===== config.mk =====
export PLATFORM = sky130hd
export DESIGN_NAME = pulse_train_gen
export DESIGN_NICKNAME = d
export VERILOG_FILES = /design/src/rtl/ptg_pkg.sv /design/src/rtl/ptg_fifo.sv /design/src/rtl/ptg_phase_timer.sv /design/src/rtl/ptg_seq.sv /design/src/rtl/pulse_train_gen.sv
export SDC_FILE = /design/constraint.sdc
export NUM_CORES = 1
export LEC_CHECK = 0
export BUFFER_PORTS_ARGS = -buffer_cell sky130_fd_sc_hd__buf_2
export CAP_MARGIN = 20
export CORE_MARGIN = 4
export CORE_UTILIZATION = 40
export DETAILED_ROUTE_END_ITERATION = 6
export GPL_TIMING_DRIVEN = 0
export SLEW_MARGIN = 20
export SYNTH_ARGS = -nofsm -noshare
export SYNTH_HDL_FRONTEND = slang
export SYNTH_HIERARCHICAL = 1
export SYNTH_SLANG_ARGS = --single-unit

===== constraint.sdc =====
create_clock -name clk -period 10.2 [get_ports clk]
set_clock_uncertainty 0.15 [all_clocks]
set_input_delay 0.51 -clock clk [delete_from_list [all_inputs] [get_ports clk]]
set_output_delay 0.51 -clock clk [all_outputs]
set_load 0.05 [all_outputs]

===== src/rtl/ptg_pkg.sv =====
`timescale 1ns/1ps
package ptg_pkg;
   typedef enum logic [2:0] {
      ST_OFF,
      ST_ARMED,
      ST_DELAY,
      ST_IDLE,
      ST_ACTIVE,
      ST_WAITSMP,
      ST_DONE
   } ptg_state_e;
endpackage


===== src/rtl/ptg_fifo.sv =====
`timescale 1ns/1ps
module ptg_fifo #(
   parameter int W     = 16,
   parameter int DEPTH = 4
) (
   input  logic         clk,
   input  logic         rst_n,
   input  logic         push,
   input  logic [W-1:0] push_data,
   input  logic         pop,
   output logic [W-1:0] head_data,
   output logic         empty,
   output logic         full
);
   localparam int AW = $clog2(DEPTH);

   logic [W-1:0] mem [DEPTH];
   logic [AW-1:0] wr_ptr, rd_ptr;
   logic [AW:0]   fill;
   logic          do_push, do_pop;

   assign empty     = (fill == '0);
   assign full      = (fill == (AW+1)'(DEPTH));
   assign do_push   = push && !full;
   assign do_pop    = pop && !empty;
   assign head_data = mem[rd_ptr];

   always_ff @(posedge clk or negedge rst_n) begin
      if (!rst_n) begin
         wr_ptr <= '0;
         rd_ptr <= '0;
         fill   <= '0;
      end else begin
         if (do_push) wr_ptr <= wr_ptr + 1'b1;
         if (do_pop)  rd_ptr <= rd_ptr + 1'b1;
         if (do_push && !do_pop)      fill <= fill + 1'b1;
         else if (do_pop && !do_push) fill <= fill - 1'b1;
      end
   end

   always_ff @(posedge clk) begin
      if (do_push) mem[wr_ptr] <= push_data;
   end
endmodule


===== src/rtl/ptg_phase_timer.sv =====
`timescale 1ns/1ps
module ptg_phase_timer #(
   parameter int CNT_W = 8
) (
   input  logic             clk,
   input  logic             rst_n,
   input  logic             load,
   input  logic [CNT_W-1:0] load_val,
   input  logic             tick,
   output logic             expire
);
   logic [CNT_W-1:0] remain;

   assign expire = tick && (remain == '0);

   always_ff @(posedge clk or negedge rst_n) begin
      if (!rst_n)
         remain <= '0;
      else if (load)
         remain <= (load_val == '0) ? '0 : load_val - CNT_W'(1);
      else if (tick && remain != '0)
         remain <= remain - CNT_W'(1);
   end
endmodule


===== src/rtl/ptg_seq.sv =====
`timescale 1ns/1ps
module ptg_seq
   import ptg_pkg::*;
#(
   parameter int CNT_W = 8,
   parameter int NUM_W = 8
) (
   input  logic             clk,
   input  logic             rst_n,
   input  logic             arm,
   input  logic             buffered_mode,
   input  logic             finite_mode,
   input  logic [NUM_W-1:0] pulse_limit,
   input  logic [CNT_W-1:0] low_ticks,
   input  logic [CNT_W-1:0] high_ticks,
   input  logic [CNT_W-1:0] delay_ticks,
   input  logic             start_trig,
   input  logic             samp_clk,
   input  logic             expire,
   input  logic             q_empty,
   input  logic [CNT_W-1:0] q_idle,
   input  logic [CNT_W-1:0] q_active,
   output logic             t_load,
   output logic [CNT_W-1:0] t_val,
   output logic             q_pop,
   output logic             pulse_out,
   output logic             done,
   output logic             underrun
);
   ptg_state_e       st, st_nxt;
   logic [CNT_W-1:0] act_hold;
   logic [NUM_W-1:0] pulses;
   logic             last_pulse, set_ur, finish, pulse_end;

   assign last_pulse = ({1'b0, pulses} + (NUM_W+1)'(1)) >= {1'b0, pulse_limit};

   always_comb begin
      st_nxt    = st;
      t_load    = 1'b0;
      t_val     = '0;
      q_pop     = 1'b0;
      set_ur    = 1'b0;
      finish    = 1'b0;
      pulse_end = 1'b0;
      unique case (st)
         ST_OFF:   if (arm) st_nxt = ST_ARMED;
         ST_ARMED: if (start_trig) begin
            if (delay_ticks != '0) begin
               st_nxt = ST_DELAY; t_load = 1'b1; t_val = delay_ticks;
            end else if (buffered_mode) begin
               st_nxt = ST_WAITSMP;
            end else begin
               st_nxt = ST_IDLE; t_load = 1'b1; t_val = low_ticks;
            end
         end
         ST_DELAY: if (expire) begin
            if (buffered_mode) st_nxt = ST_WAITSMP;
            else begin st_nxt = ST_IDLE; t_load = 1'b1; t_val = low_ticks; end
         end
         ST_WAITSMP: if (samp_clk) begin
            if (!q_empty) begin
               q_pop = 1'b1; st_nxt = ST_IDLE; t_load = 1'b1; t_val = q_idle;
            end else set_ur = 1'b1;
         end
         ST_IDLE: if (expire) begin
            st_nxt = ST_ACTIVE; t_load = 1'b1;
            t_val  = buffered_mode ? act_hold : high_ticks;
         end
         ST_ACTIVE: if (expire) begin
            pulse_end = 1'b1;
            if (finite_mode && last_pulse) begin
               st_nxt = ST_DONE; finish = 1'b1;
            end else if (buffered_mode) st_nxt = ST_WAITSMP;
            else begin st_nxt = ST_IDLE; t_load = 1'b1; t_val = low_ticks; end
         end
         ST_DONE: st_nxt = ST_DONE;
         default: st_nxt = ST_OFF;
      endcase
      if (!arm) begin
         st_nxt = ST_OFF; t_load = 1'b0; q_pop = 1'b0;
         set_ur = 1'b0; finish = 1'b0; pulse_end = 1'b0;
      end
   end

   always_ff @(posedge clk or negedge rst_n) begin
      if (!rst_n) begin
         st       <= ST_OFF;
         act_hold <= '0;
         pulses   <= '0;
         done     <= 1'b0;
         underrun <= 1'b0;
      end else begin
         st   <= st_nxt;
         done <= finish;
         if (q_pop) act_hold <= q_active;
         if (!arm)           pulses <= '0;
         else if (pulse_end) pulses <= pulses + 1'b1;
         if (!arm)        underrun <= 1'b0;
         else if (set_ur) underrun <= 1'b1;
      end
   end

   assign pulse_out = (st == ST_ACTIVE);
endmodule


===== src/rtl/pulse_train_gen.sv =====
`timescale 1ns/1ps
module pulse_train_gen #(
   parameter int CNT_W = 8,
   parameter int NUM_W = 8,
   parameter int DEPTH = 4
) (
   input  logic             clk,
   input  logic             rst_n,
   input  logic             arm,
   input  logic             buffered_mode,
   input  logic             finite_mode,
   input  logic [NUM_W-1:0] pulse_limit,
   input  logic [CNT_W-1:0] low_ticks,
   input  logic [CNT_W-1:0] high_ticks,
   input  logic [CNT_W-1:0] delay_ticks,
   input  logic             pause_en,
   input  logic             src_tick,
   input  logic             samp_clk,
   input  logic             start_trig,
   input  logic             gate,
   input  logic             wr_en,
   input  logic [CNT_W-1:0] wr_idle,
   input  logic [CNT_W-1:0] wr_active,
   output logic             wr_full,
   output logic             done,
   output logic             underrun,
   output logic             pulse_out
);
   localparam int PAIR_W = 2 * CNT_W;

   if (CNT_W < 2) begin : g_chk_cnt
      $error("CNT_W must be at least 2");
   end
   if (NUM_W < 1) begin : g_chk_num
      $error("NUM_W must be at least 1");
   end
   if (DEPTH < 2 || (DEPTH & (DEPTH - 1)) != 0) begin : g_chk_depth
      $error("DEPTH must be a power of two, at least 2");
   end

   logic              eff_tick, expire, t_load, q_pop, q_empty;
   logic [CNT_W-1:0]  t_val;
   logic [PAIR_W-1:0] q_head;

   assign eff_tick = src_tick && !(pause_en && gate);

   ptg_fifo #(.W(PAIR_W), .DEPTH(DEPTH)) i_fifo (
      .clk       (clk),
      .rst_n     (rst_n),
      .push      (wr_en),
      .push_data ({wr_idle, wr_active}),
      .pop       (q_pop),
      .head_data (q_head),
      .empty     (q_empty),
      .full      (wr_full)
   );

   ptg_phase_timer #(.CNT_W(CNT_W)) i_timer (
      .clk      (clk),
      .rst_n    (rst_n),
      .load     (t_load),
      .load_val (t_val),
      .tick     (eff_tick),
      .expire   (expire)
   );

   ptg_seq #(.CNT_W(CNT_W), .NUM_W(NUM_W)) i_seq (
      .clk           (clk),
      .rst_n         (rst_n),
      .arm           (arm),
      .buffered_mode (buffered_mode),
      .finite_mode   (finite_mode),
      .pulse_limit   (pulse_limit),
      .low_ticks     (low_ticks),
      .high_ticks    (high_ticks),
      .delay_ticks   (delay_ticks),
      .start_trig    (start_trig),
      .samp_clk      (samp_clk),
      .expire        (expire),
      .q_empty       (q_empty),
      .q_idle        (q_head[PAIR_W-1:CNT_W]),
      .q_active      (q_head[CNT_W-1:0]),
      .t_load        (t_load),
      .t_val         (t_val),
      .q_pop         (q_pop),
      .pulse_out     (pulse_out),
      .done          (done),
      .underrun      (underrun)
   );
endmodule


## Word level (Yosys, flattened, before mapping)

Memories as Yosys holds them, arrays and structs flattened.
Cells that the tools add are included.

- $add $sub $neg: 8
- Order comparisons: 1
- Eq/ne operators: 15
- Multiplexer cells: 56
- Reductions and logical operators: 23

Operators with widths:

| cell | number |
|---|---|
| $mux 8 | 15 |
| $pmux 8 s5 | 1 |
| $mux 3 | 12 |
| $mux 1 | 26 |
| $pmux 3 s7 | 1 |
| $logic_not 8->1 | 2 |
| $reduce_bool 8->1 | 2 |
| $sub 8x1->8 const B | 2 |
| $ne 3x3->1 const B | 5 |
| $eq 3x3->1 const B | 4 |
| $add 8x1->9 const B | 1 |
| $ge 9x8->1 | 1 |
| $logic_and 1x1->1 | 9 |
| $add 8x1->8 const B | 1 |
| $eq 3x2->1 const B | 2 |
| $logic_not 3->1 | 2 |
| $reduce_and 6->1 | 1 |
| $logic_not 1->1 | 5 |
| $pmux 1 s5 | 1 |
| $add 2x1->2 const B | 2 |
| $ne 2x1->1 const B | 2 |
| $reduce_bool 2->1 | 2 |
| $add 3x1->3 const B | 1 |
| $eq 3x1->1 const B | 1 |
| other kinds (2) | 2 |

- Register bits: 36
- Memory bits (writable): 64
- Bits of input ports: 59
- Output and inout port bits: 4
- Logic and storage cells: 113
- Memories kept: 1

Memory list:

| memory | depth | width | read ports | clocked after Yosys merged registers in | wr ports | RTL line | text |
|---|---|---|---|---|---|---|---|
| i_fifo.mem | 4 | 16 | 1 | 0 | 1 | ptg_fifo.sv:17 | `logic [W-1:0] mem [DEPTH];` |

## Depth between registers and ports, before layout

Gate-level depths: netlist (run 1).

- Depth in word-level cells: 9
- Depth in mapped cells: 15
- Depth with buffers taken out: 15

## Hierarchy

Netlist (run 1), hierarchy kept.

Modules (own cells, without submodules):

| module | times used | cells each | area each (µm²) | sequential area each (µm²) |
|---|---|---|---|---|
| ptg_fifo | 1 | 120 | 2778.9 | 2097.0 |
| ptg_seq | 1 | 209 | 1830.5 | 525.5 |
| ptg_phase_timer | 1 | 71 | 658.1 | 200.2 |
| pulse_train_gen | 1 | 1 | 11.3 | 0.0 |

## Worst setup path before layout (run 1)

Ideal clock, no wire load.

- Path type: reg2reg
- Start point: register i_seq.pulses[0]
- End point: register i_timer.remain[5]
- Library setup time: 0.136 ns
- Arrival: 3.350 ns
- Data required time: 9.914 ns
- Slack: 6.564 ns
- Cell stages (with the launch flop): 15
- Buffers on the path: 0
- Clock period less this slack: 3.636 ns
- Path through: dfrtp_1 ha_1 nand3_1 or2_2 xnor2_1 ha_1 nand3_1 o221ai_1 a211oi_1 a21oi_1 o21ai_0 nor4_1 nand4b_1 nand2_1 o22ai_1

- Cells in the longest elaborated chain, start to end: 9
- Elaborated cells between the ends (all ways): 15
- Classes of those cells: add/sub: 2; order compare: 1; mux: 9; reduce/logical: 3

Ends and longest elaborated chain:

| element | RTL line | text |
|---|---|---|
| from (decl) | ptg_seq.sv:32 | `logic [NUM_W-1:0] pulses;` |
| from (signal assigned) | ptg_seq.sv:97 | `else if (pulse_end) pulses <= pulses + 1'b1;` |
| $add 8x1->9 * | ptg_seq.sv:35 | `assign last_pulse = ({1'b0, pulses} + (NUM_W+1)'(1)) >= {1'b0, pulse_limit};` |
| $ge 9x8->1 * | ptg_seq.sv:35 |  |
| $logic_and 1x1->1 * | ptg_seq.sv:71 | `if (finite_mode && last_pulse) begin` |
| $mux 8 * | ptg_seq.sv:71 |  |
| $mux 8 * | ptg_seq.sv:69 | `ST_ACTIVE: if (expire) begin` |
| $pmux 8 s5 * | ptg_seq.sv:45 | `unique case (st)` |
| net t_val[4] | pulse_train_gen.sv:42 | `logic [CNT_W-1:0] t_val;` |
| $sub 8x1->8 or $logic_not 8->1 (tied branches) | ptg_phase_timer.sv:20 | `remain <= (load_val == '0) ? '0 : load_val - CNT_W'(1);` |
| $mux 8 * | ptg_phase_timer.sv:20 |  |
| $mux 8 * | ptg_phase_timer.sv:19 | `else if (load)` |
| to (signal assigned) | ptg_phase_timer.sv:20 |  |
| to (signal assigned) | ptg_phase_timer.sv:22 | `remain <= remain - CNT_W'(1);` |
| to (decl) | ptg_phase_timer.sv:12 | `logic [CNT_W-1:0] remain;` |

Mark *: on every way through the listed nets, which the timed path passes. The rest lies on a longest branch.
A chain may end at the register's enable or synchronous reset.

## Final worst setup path (run 1)

- Start point: register i_seq.pulses[0]
- End point: register i_timer.remain[0]

- Cells in the longest elaborated chain, start to end: 9
- Elaborated cells between the ends (all ways): 15
- Classes of those cells: add/sub: 2; order compare: 1; mux: 9; reduce/logical: 3

Ends and longest elaborated chain:

| element | RTL line |
|---|---|
| $add 8x1->9 | ptg_seq.sv:35 |
| $ge 9x8->1 | ptg_seq.sv:35 |
| $logic_and 1x1->1 | ptg_seq.sv:71 |
| $mux 8 | ptg_seq.sv:71 |
| $mux 8 | ptg_seq.sv:69 |
| $pmux 8 s5 | ptg_seq.sv:45 |
| net t_val[4] | pulse_train_gen.sv:42 |
| $logic_not 8->1 | ptg_phase_timer.sv:20 |
| $mux 8 | ptg_phase_timer.sv:20 |
| $mux 8 | ptg_phase_timer.sv:19 |

The timed path passes the listed nets, and every way through them passes these cells.

==> qor.yml, run 1 <==
syn_nets: 479
synth_top_cell_by_area: "edfxtp_1"
synth_top_area_frac: 0.364
synth_xor_area_frac: 0.0348
initial_utilization: 0.413
min_path_type: "in -> async"
grt_use_total: 0.158
portBuffers: 62
fp.dieArea_um2: 15100
status: "finished clean"
vias_per_cell: 5.36
cts_hold_buf: 0
slew_viol_final: 0
clock.fmax_mhz: 226
ys_seq_area_frac: 0.535
wirelength_um: 11300
h-tree-depth: 3
tightest_slew_ns: 0.899
cts_resized: 0
post-route-util: 0.477
drive_above_1_share: 0.267
numCtsBuffers: 9
synth_compound_area_frac: 0.103
setup_violations: 0
wl_per_cell_um: 17.3
grt-ovfl-total: 0
synth-edff-count: 64
synth-async-reset-ratio: 0.360
fin_setup_tns_ns: 0
ios: 63
endpoint_kind: "flop"
hold_viol: 0
synth-simple-area-share: 0.123
root_buffer: "clkbuf_16"
syn_inst: 401
drv_cap: 0
max_slew_margin: 0.401
cts_buffer_depth: 2
grt_pass1_vias: 3502
timing.rr.end: "i_timer/remain[0]"
crit_required_ns: 10.25
synthMuxAreaShare: 0.123
grt_max_degree: 37
cts.sinks: 100
timing.final.crit_share: 0.433
rows: 41
synth_top_family_by_area: "simple AND/OR/NAND/NOR gates"
timing.critical_path.from_type: "flop"
power_density_nw_per_um2: 219
gp_congestion: 0.861
synth-seq-cells: 100
synth_area_um2: 5280
core_area_um2: 12800
syn-mean-instance-area_um2: 13.2
grt_pass1_wl_um: 18200
period_minus_slack_ns: 4.42
yosysWarnings: 6
synthAdderAreaFrac: 0.0465
die_y_um: 123
final_nets: 552
reg2reg_slack_ns: 5.78
vias: 3488
rsz0062_at_grt: "false"
first_iter_violations: 457
synth_ff_type: "edfxtp_1"
antenna_cells: 0
clk_pin_slew_ns: 0.07
insertion_delay_ns: 0.35
hpwl_um: 8260
ys_top_cells_by_count: "64 x edfxtp_1, 36 x dfrtp_1, 26 x nand2_1"
antenna_found_initial: 0
post_cts_buffers: 0
crit_fanout: 8
drc: 0
ir_worst_vdd_mv: 0.103
r2r_start: "i_seq/pulses[0]"
yosysMostFrequentCell: "edfxtp_1"
crit_type: "reg -> reg"
die_w_um: 123
dr.pass1.iters: 5
crit_arrival_ns: 4.47
worstRegToRegCells: 14
p_leak_nw: 2.40
ant_nets: 0
syn2layout_area_growth_pct: 15.4
cts_tree: "yes"
synth.distinct_cells: 71
synth_area_leaders: "edfxtp_1 36%, dfrtp_1 17%, ha_1 4.3%"
-- cell type report --
type	instances	area (um^2)
Tap cell	172	215
Inverter	24	90.1
Clock inverter	7	60.1
Multi-Input combinational cell	264	2270
Buffer	13	95.1
Sequential cell	100	2820
Clock buffer	9	225
Fill cell	1135	6680
Timing Repair Buffer	62	310
-- per-stage QoR --
step / power, mW / hold slack, ns / instance area (um^2) / cells / worst slack (ns)
2_1_floorplan: 0.904 / 0.0644 / 5280 / 401 / 6.56
3_3_place_gp: 1.01 / 0.315 / 5800 / 635 / 5.85
3_5_place_dp: 1.02 / 0.324 / 5800 / 635 / 5.80
4_1_cts: 1.35 / 0.128 / 6090 / 651 / 5.77
5_1_grt: 1.42 / 0.170 / 6090 / 651 / 5.42
6_report: 1.34 / 0.105 / 6090 / 651 / 5.78
-- worst max path at each step --
stage | startpoint | endpoint | slack, ns | cells after the start
after floorplan | i_seq/pulses[0] | i_timer/remain[5] | 6.56 | 14
after global placement | i_seq/pulses[0] | i_timer/remain[0] | 5.85 | 14
after detailed placement | i_seq/pulses[0] | i_timer/remain[0] | 5.80 | 14
after CTS | i_seq/pulses[0] | i_timer/remain[0] | 5.77 | 14
after global routing | i_seq/pulses[0] | i_timer/remain[0] | 5.42 | 14
final | i_seq/pulses[0] | i_timer/remain[0] | 5.78 | 14
-- registers in the layout, indices dropped and copies added (netlist names) --
name,flops
i_fifo/wr_ptr,2
i_fifo/rd_ptr,2
i_fifo/fill,3
i_timer/remain,8
i_seq/pulses,8
i_seq/underrun,1
i_seq/act_hold,8
i_seq/st,3
i_fifo/mem,64
i_seq/done,1
-- worst max-delay path: stages (launching register included) --
cell and delay (ns):
dfrtp_1 0.41, ha_1 0.23, nand3_1 0.21, or2_2 0.38, xnor2_1 0.14, ha_1 0.30, nand3_1 0.12, o221ai_1 0.29
a211oi_1 0.11, a21oi_1 0.52, o21ai_0 0.32, nor4_1 0.58, nand4b_1 0.20, nand2_1 0.20, o22ai_1 0.10
-- cells in the final DEF, fill, tap and decap left out, types with 9 or more instances in the layout --
cell type,count
a21oi_1,18
buf_2,65
clkbuf_16,9
dfrtp_1,36
edfxtp_1,64
ha_1,18
inv_1,24
mux2_2,18
nand2_1,26
nor2_1,20
nor3_1,9
o21ai_0,17
xnor2_1,13
-- power by group --
group          total [mW]  internal, mW  switching (mW)
registers           0.580         0.532          0.0490
logic               0.429         0.197           0.232
clock network       0.325         0.170           0.155
-- per-layer routing --
layer / part of all wire / global-route usage / vias up
met5: 0 / 0 / -
met4: 0.011 / 0.0420 / 0
met3: 0.057 / 0.0359 / 9
met1: 0.44 / 0.210 / 1699
met2: 0.49 / 0.262 / 98
li1: - / - / 1682
-- kinds of logic after synthesis --
logic type               count (synthesis)
flip-flops                             100
multiplexers                            39
AO/OA/AOI/OAI                           79
XOR/XNOR                                21
buffers and inverters                   37
adder cells (fa/ha/maj)                 19
AND/OR/NAND/NOR                        106
Power figures use the tool's default switching activity.
==> run 2: changes to the inputs <==
==> constraint.sdc (replaced) <==
create_clock -name clk -period 4 [get_ports clk]
set_clock_uncertainty 0.15 [all_clocks]
set_input_delay 0.2 -clock clk [delete_from_list [all_inputs] [get_ports clk]]
set_output_delay 0.2 -clock clk [all_outputs]
set_load 0.05 [all_outputs]
==> run 2 against run 1 <==
Wire length rose by 2.5%. Final cell count rose by 2.9%. Critical endpoint is now i_timer/remain[6]. Sequential power rose to 2.6 times the previous value. Combinational power rose to 2.6 times the previous value. Final area rose by 4.2%. Sequential share of layout area fell by 1.9 points.
==> qor.yml, run 2 (same netlist as run 1, synthesis figures left out) <==
dr.pass1.iters: 6  # +1
crit_arrival_ns: 3.81  # -0.66 ns
fill_cells: 1110  # -2.2%
final_area_um2: 6350  # +4.2%
status: "finished clean"
syn2layout_area_growth_pct: 20.2
gp_congestion: 0.861  # unchanged
rsz0062_at_grt: "true"
multi_input_area_um2: 2340  # +3.0%
h-tree-depth: 3  # unchanged
wirelength_um: 11500  # +2.5%
numCtsBuffers: 9  # unchanged
grt_use_total: 0.160  # +0.00187
cts_buffer_depth: 2  # unchanged
root_buffer: "clkbuf_16"
clock.fmax_mhz: 266  # +18%
worstRegToRegCells: 15  # +1
p_leak_nw: 2.49  # +4.0%
rows: 41  # unchanged
pre_cts_ws_ns: -0.404  # -6.20 ns
hpwl_um: 8260  # unchanged
ir_worst_vdd_mv: 0.263  # +150%
drive_above_1_share: 0.281  # +0.0139
slew_viol_final: 0  # unchanged
hold_viol: 0  # unchanged
initial_utilization: 0.413  # unchanged
grt_max_degree: 37  # unchanged
insertion_delay_ns: 0.35  # about the same
crit_fanout: 8  # unchanged
wl_per_cell_um: 17.2  # -0.42%
clk_pin_slew_ns: 0.07  # about the same
regMostFlops: "i_fifo/mem"
layout_setup_ws_ns: 0.244  # -5.54 ns
period_minus_slack_ns: 3.76  # -0.663 ns
portBuffers: 62  # unchanged
ios: 63  # unchanged
power_density_nw_per_um2: 543  # +150%
fp.dieArea_um2: 15100  # unchanged
die_y_um: 123  # unchanged
timing.final.crit_share: 0.939  # +0.506
dpl_cell_area_um2: 5800  # unchanged
crit_type: "reg -> reg"
r2r_start: "i_seq/pulses[0]"
antenna_cells: 0  # unchanged
post-route-util: 0.497  # +0.0201
vias: 3627  # +4.0%
antenna_found_initial: 0  # unchanged
timing.rr.end: "i_timer/remain[6]"
whs_path_depth: 3
tightest_slew_ns: 0.908  # +0.00892 ns
reg2reg_slack_ns: 0.24  # -5.54 ns
grt_pass1_vias: 3574  # +2.1%
drv_cap: 0  # unchanged
drc: 0  # unchanged
largest_register_ffs: 64  # unchanged
grt_pass1_wl_um: 18500  # +1.5%
min_path_type: "in -> reg"
layout_common_cells: "65 x buf_2, 64 x edfxtp_1, 36 x dfrtp_1, 25 x nand2_1, 24 x inv_1"
grt-ovfl-total: 0  # unchanged
endpoint_kind: "flop"
first_iter_violations: 416  # -9.0%
hp-start: "finite_mode"
vias_per_cell: 5.41  # +1.0%
cts.sinks: 100  # unchanged
max_slew_margin: 0.395  # -0.00594
ant_nets: 0  # unchanged
core_area_um2: 12800  # unchanged
final_nets: 571  # +3.4%
crit_required_ns: 4.06  # -6.19 ns
setup_violations: 0  # unchanged
hold_end: "i_seq/done"
die_w_um: 123  # unchanged
area.sequential_um2: 2820  # unchanged
layout_commonest_cell: "buf_2"
timing.critical_path.from_type: "flop"
cts_tree: "yes"
run 2: metal layers:
layer	share of wire	GRT usage	vias to the layer above
li1	-	-	1718
met1	0.43	0.209	1765
met2	0.49	0.269	133
met3	0.066	0.0359	11
met4	0.013	0.0420	0
met5	0	0	-
run 2: worst max-delay path, cell delays in order, from the launching register on:
cell and delay, ns:
dfrtp_1 0.41, ha_1 0.24, nand3_2 0.16, or2_2 0.36
xnor2_1 0.17, ha_1 0.27, a21oi_1 0.16, o221ai_2 0.14
a211oi_2 0.34, a21oi_4 0.17, o21ai_2 0.29, inv_1 0.10
ha_1 0.25, nand2_1 0.08, mux2i_1 0.23, a21oi_1 0.09
run 2: worst max-delay path by stage:
stage | from | endpoint | slack [ns] | cells after the start
3_3_place_gp | i_seq/pulses[0] | i_timer/remain[0] | -0.35 | 14
5_1_grt | i_seq/pulses[0] | i_timer/remain[6] | -0.03 | 15
2_1_floorplan | i_seq/pulses[0] | i_timer/remain[5] | 0.36 | 14
6_report | i_seq/pulses[0] | i_timer/remain[6] | 0.24 | 15
4_1_cts | i_seq/pulses[0] | i_timer/remain[0] | 0.006 | 15
3_5_place_dp | i_seq/pulses[0] | i_timer/remain[0] | -0.40 | 14
run 2: layout make-up:
type                       count  share of cell area
multi-input combinational    264               0.369
clock buffer                   9              0.0355
clock inverter                 7             0.00946
inverter                      24              0.0142
sequential                   100               0.445
buffer                        13              0.0150
timing repair buffer          81              0.0785
tap                          172              0.0339
run 2: power by group:
| part | total (mW) | switching, mW | internal [mW] |
|---|---|---|---|
| combinational | 1.13 | 0.607 | 0.528 |
| sequential | 1.48 | 0.126 | 1.36 |
| clock | 0.829 | 0.396 | 0.434 |
run 2: what timing repair did:
item | CTS | global route
hold buffers | 18 | 0
buffers inserted | 1 | 0
endpoints found under the hold margin | 101 | 0
setup endpoints to repair | 8 | 8
gates resized for setup | 8 | 10
pin swaps | 2 | 2
run 2: metrics by stage:
step                hold slack, ns  std cells  total power, mW  setup TNS, ns
floorplan                   -0.246        401             2.31              0
global placement             0.175        635             2.57          -2.46
detailed placement           0.195        635             2.60          -2.90
CTS                         0.0823        670             3.47              0
global route                 0.181        670             3.67        -0.0413
finish                      0.0924        670             3.45              0
==> run 3: changes to the inputs <==
==> constraint.sdc (replaced) <==
create_clock -name clk -period 4 [get_ports clk]
set_clock_uncertainty 0.15 [all_clocks]
set_input_delay 0.6 -clock clk [delete_from_list [all_inputs] [get_ports clk]]
set_output_delay 0.6 -clock clk [all_outputs]
set_load 0.1 [all_outputs]
==> run 3 against run 2 <==
Total power increased by 0.34%. Worst hold slack improved by 0.10 ns. Largest cell class unchanged. Critical endpoint unchanged. Maximum frequency about the same. Sequential cell count unchanged. Clock power about the same. First-iteration DRC count increased by 6.5%. Count of clock-buffer cells in the layout unchanged.
==> qor.yml, run 3 (same netlist as run 1, synthesis figures left out) <==
status: "finished clean"
drv_cap: 0  # unchanged
root_buffer: "clkbuf_16"
fin_setup_tns_ns: 0  # unchanged
crit_type: "reg -> reg"
cts_tree: "yes"
numCtsBuffers: 9  # unchanged
period_minus_slack_ns: 3.76  # +0.00152 ns
first_iter_violations: 443  # +6.5%
vias: 3564  # -1.7%
cpLargestDelayFamily: "compound AO/OA/AOI/OAI gates"
crit_fanout: 8  # unchanged
ant_nets: 0  # unchanged
crit_path_top_delay_cell: "dfrtp_1"
timing.final.crit_share: 0.939  # about the same
hold_viol: 0  # unchanged
grt_use_total: 0.159  # -0.000987
ios: 63  # unchanged
grt_max_degree: 37  # unchanged
min_path_type: "in -> async"
endpoint_kind: "flop"
drive_above_1_share: 0.292  # +0.0105
cp_cell_sequence: "ha_1 > nand3_2 > or2_2 > xnor2_1 > ha_1 > a21oi_1 > o221ai_2 > a211oi_2 > a21oi_4 > o21ai_2 > inv_1 > ha_1 > nand2_1 > mux2i_1 > a21oi_1"
clock.fmax_mhz: 266  # about the same
cts.sinks: 100  # unchanged
tightest_slew_ns: 0.878  # -0.0300 ns
dpl_cell_area_um2: 5800  # unchanged
max_stage_delay_ns: 0.41  # about the same
p_leak_nw: 2.42  # -3.0%
die_y_um: 123  # unchanged
fp.dieArea_um2: 15100  # unchanged
final_nets: 553  # -3.2%
power_density_nw_per_um2: 561  # +3.3%
regMostFlops: "i_fifo/mem"
insertion_delay_ns: 0.35  # about the same
ir_worst_vdd_mv: 0.263  # +0.29%
layout_common_cells: "65 x buf_2, 64 x edfxtp_1, 36 x dfrtp_1, 25 x nand2_1, 24 x inv_1"
cpMostUsedCell: "ha_1"
grt_pass1_vias: 3534  # -1.1%
gp_congestion: 0.861  # unchanged
crit_arrival_ns: 3.82  # about the same
setup_violations: 0  # unchanged
syn2layout_area_growth_pct: 16.8
dr.pass1.iters: 6  # unchanged
layout_commonest_cell: "buf_2"
grt_pass1_wl_um: 18300  # -0.86%
crit_required_ns: 4.06  # about the same
wirelength_um: 11400  # -1.2%
drc: 0  # unchanged
antenna_found_initial: 0  # unchanged
core_area_um2: 12800  # unchanged
layout_setup_ws_ns: 0.242  # -0.00152 ns
cts_buffer_depth: 2  # unchanged
post-route-util: 0.483  # -0.0141
final_area_um2: 6170  # -2.8%
timing.critical_path.from_type: "flop"
die_w_um: 123  # unchanged
rows: 41  # unchanged
grt-ovfl-total: 0  # unchanged
pre_cts_ws_ns: -0.404  # unchanged
antenna_cells: 0  # unchanged
vias_per_cell: 5.47  # +0.98%
reg2reg_slack_ns: 0.24  # about the same
largest_register_ffs: 64  # unchanged
clk_pin_slew_ns: 0.07  # about the same
max_slew_margin: 0.415  # +0.0200
crit_buf_inv: 1  # unchanged
initial_utilization: 0.413  # unchanged
portBuffers: 62  # unchanged
wl_per_cell_um: 17.5  # +1.6%
h-tree-depth: 3  # unchanged
hpwl_um: 8260  # unchanged
slew_viol_final: 0  # unchanged
rsz0062_at_grt: "true"
## run 3: cell types whose count changed in the layout (fill, tap and decap cells not counted), sizes merged
cell and delta:
dlygate4sd3 -18
## run 3: final cells by class
type	count	area (um^2)
inverter	24	90.1
tap	172	215
timing repair buffer	63	318
sequential	100	2820
fill	1126	6610
multi-input combinational	264	2340
clock inverter	7	60.1
buffer	13	95.1
clock buffer	9	225
## run 3: worst reg2reg max path, delay by kind of cell, from the launching register on
kind / cells / cell delay, ns
XOR/XNOR: 1 / 0.17
AND/OR/NAND/NOR: 3 / 0.60
multiplexers: 1 / 0.23
AO/OA/AOI/OAI: 6 / 1.19
buffers and inverters: 1 / 0.10
flip-flops: 1 / 0.41
adder cells (fa/ha/maj): 3 / 0.76
## run 3: stage by stage
stage          hold slack [ns]  total power, mW  cells
2_1_floorplan            0.154             2.33    401
3_3_place_gp             0.315             2.60    635
3_5_place_dp             0.324             2.63    635
4_1_cts                  0.218             3.48    652
5_1_grt                  0.260             3.68    652
6_report                 0.193             3.46    652
## run 3: report_power, final
group          switching [mW]  internal [mW]
Combinational           0.630          0.516
Clock                   0.396          0.434
Sequential              0.126           1.36
## run 3: worst paths after layout
path | cells after the start | endpoint | startpoint
worst max-delay path | 15 | i_timer/remain[6] | i_seq/pulses[0]
worst max register to register | 15 | i_timer/remain[6] | i_seq/pulses[0]
worst min-delay path | 1 | i_seq/pulses[6] | rst_n
worst min register to register | 1 | i_fifo/fill[2] | i_fifo/fill[2]
min in group clk | 1 | i_fifo/mem[2][1] | wr_active[1]
max in group asynchronous | 1 | i_seq/act_hold[6] | rst_n
## run 3: repair_timing
item,4_1_cts,5_1_grt
setup buffers,1,0
setup endpoints to repair,8,8
pin swaps,2,2
hold buffers,0,0
gates resized for setup,8,10
## run 3: layer usage
metal | track usage | up-vias | wire length, um | share of wire
met3 | 0.0359 | 11 | 678 | 0.059
li1 | - | 1682 | - | -
met2 | 0.266 | 115 | 5600 | 0.49
met4 | 0.0420 | 0 | 144 | 0.013
met1 | 0.209 | 1756 | 4980 | 0.44
met5 | 0 | - | 0 | 0
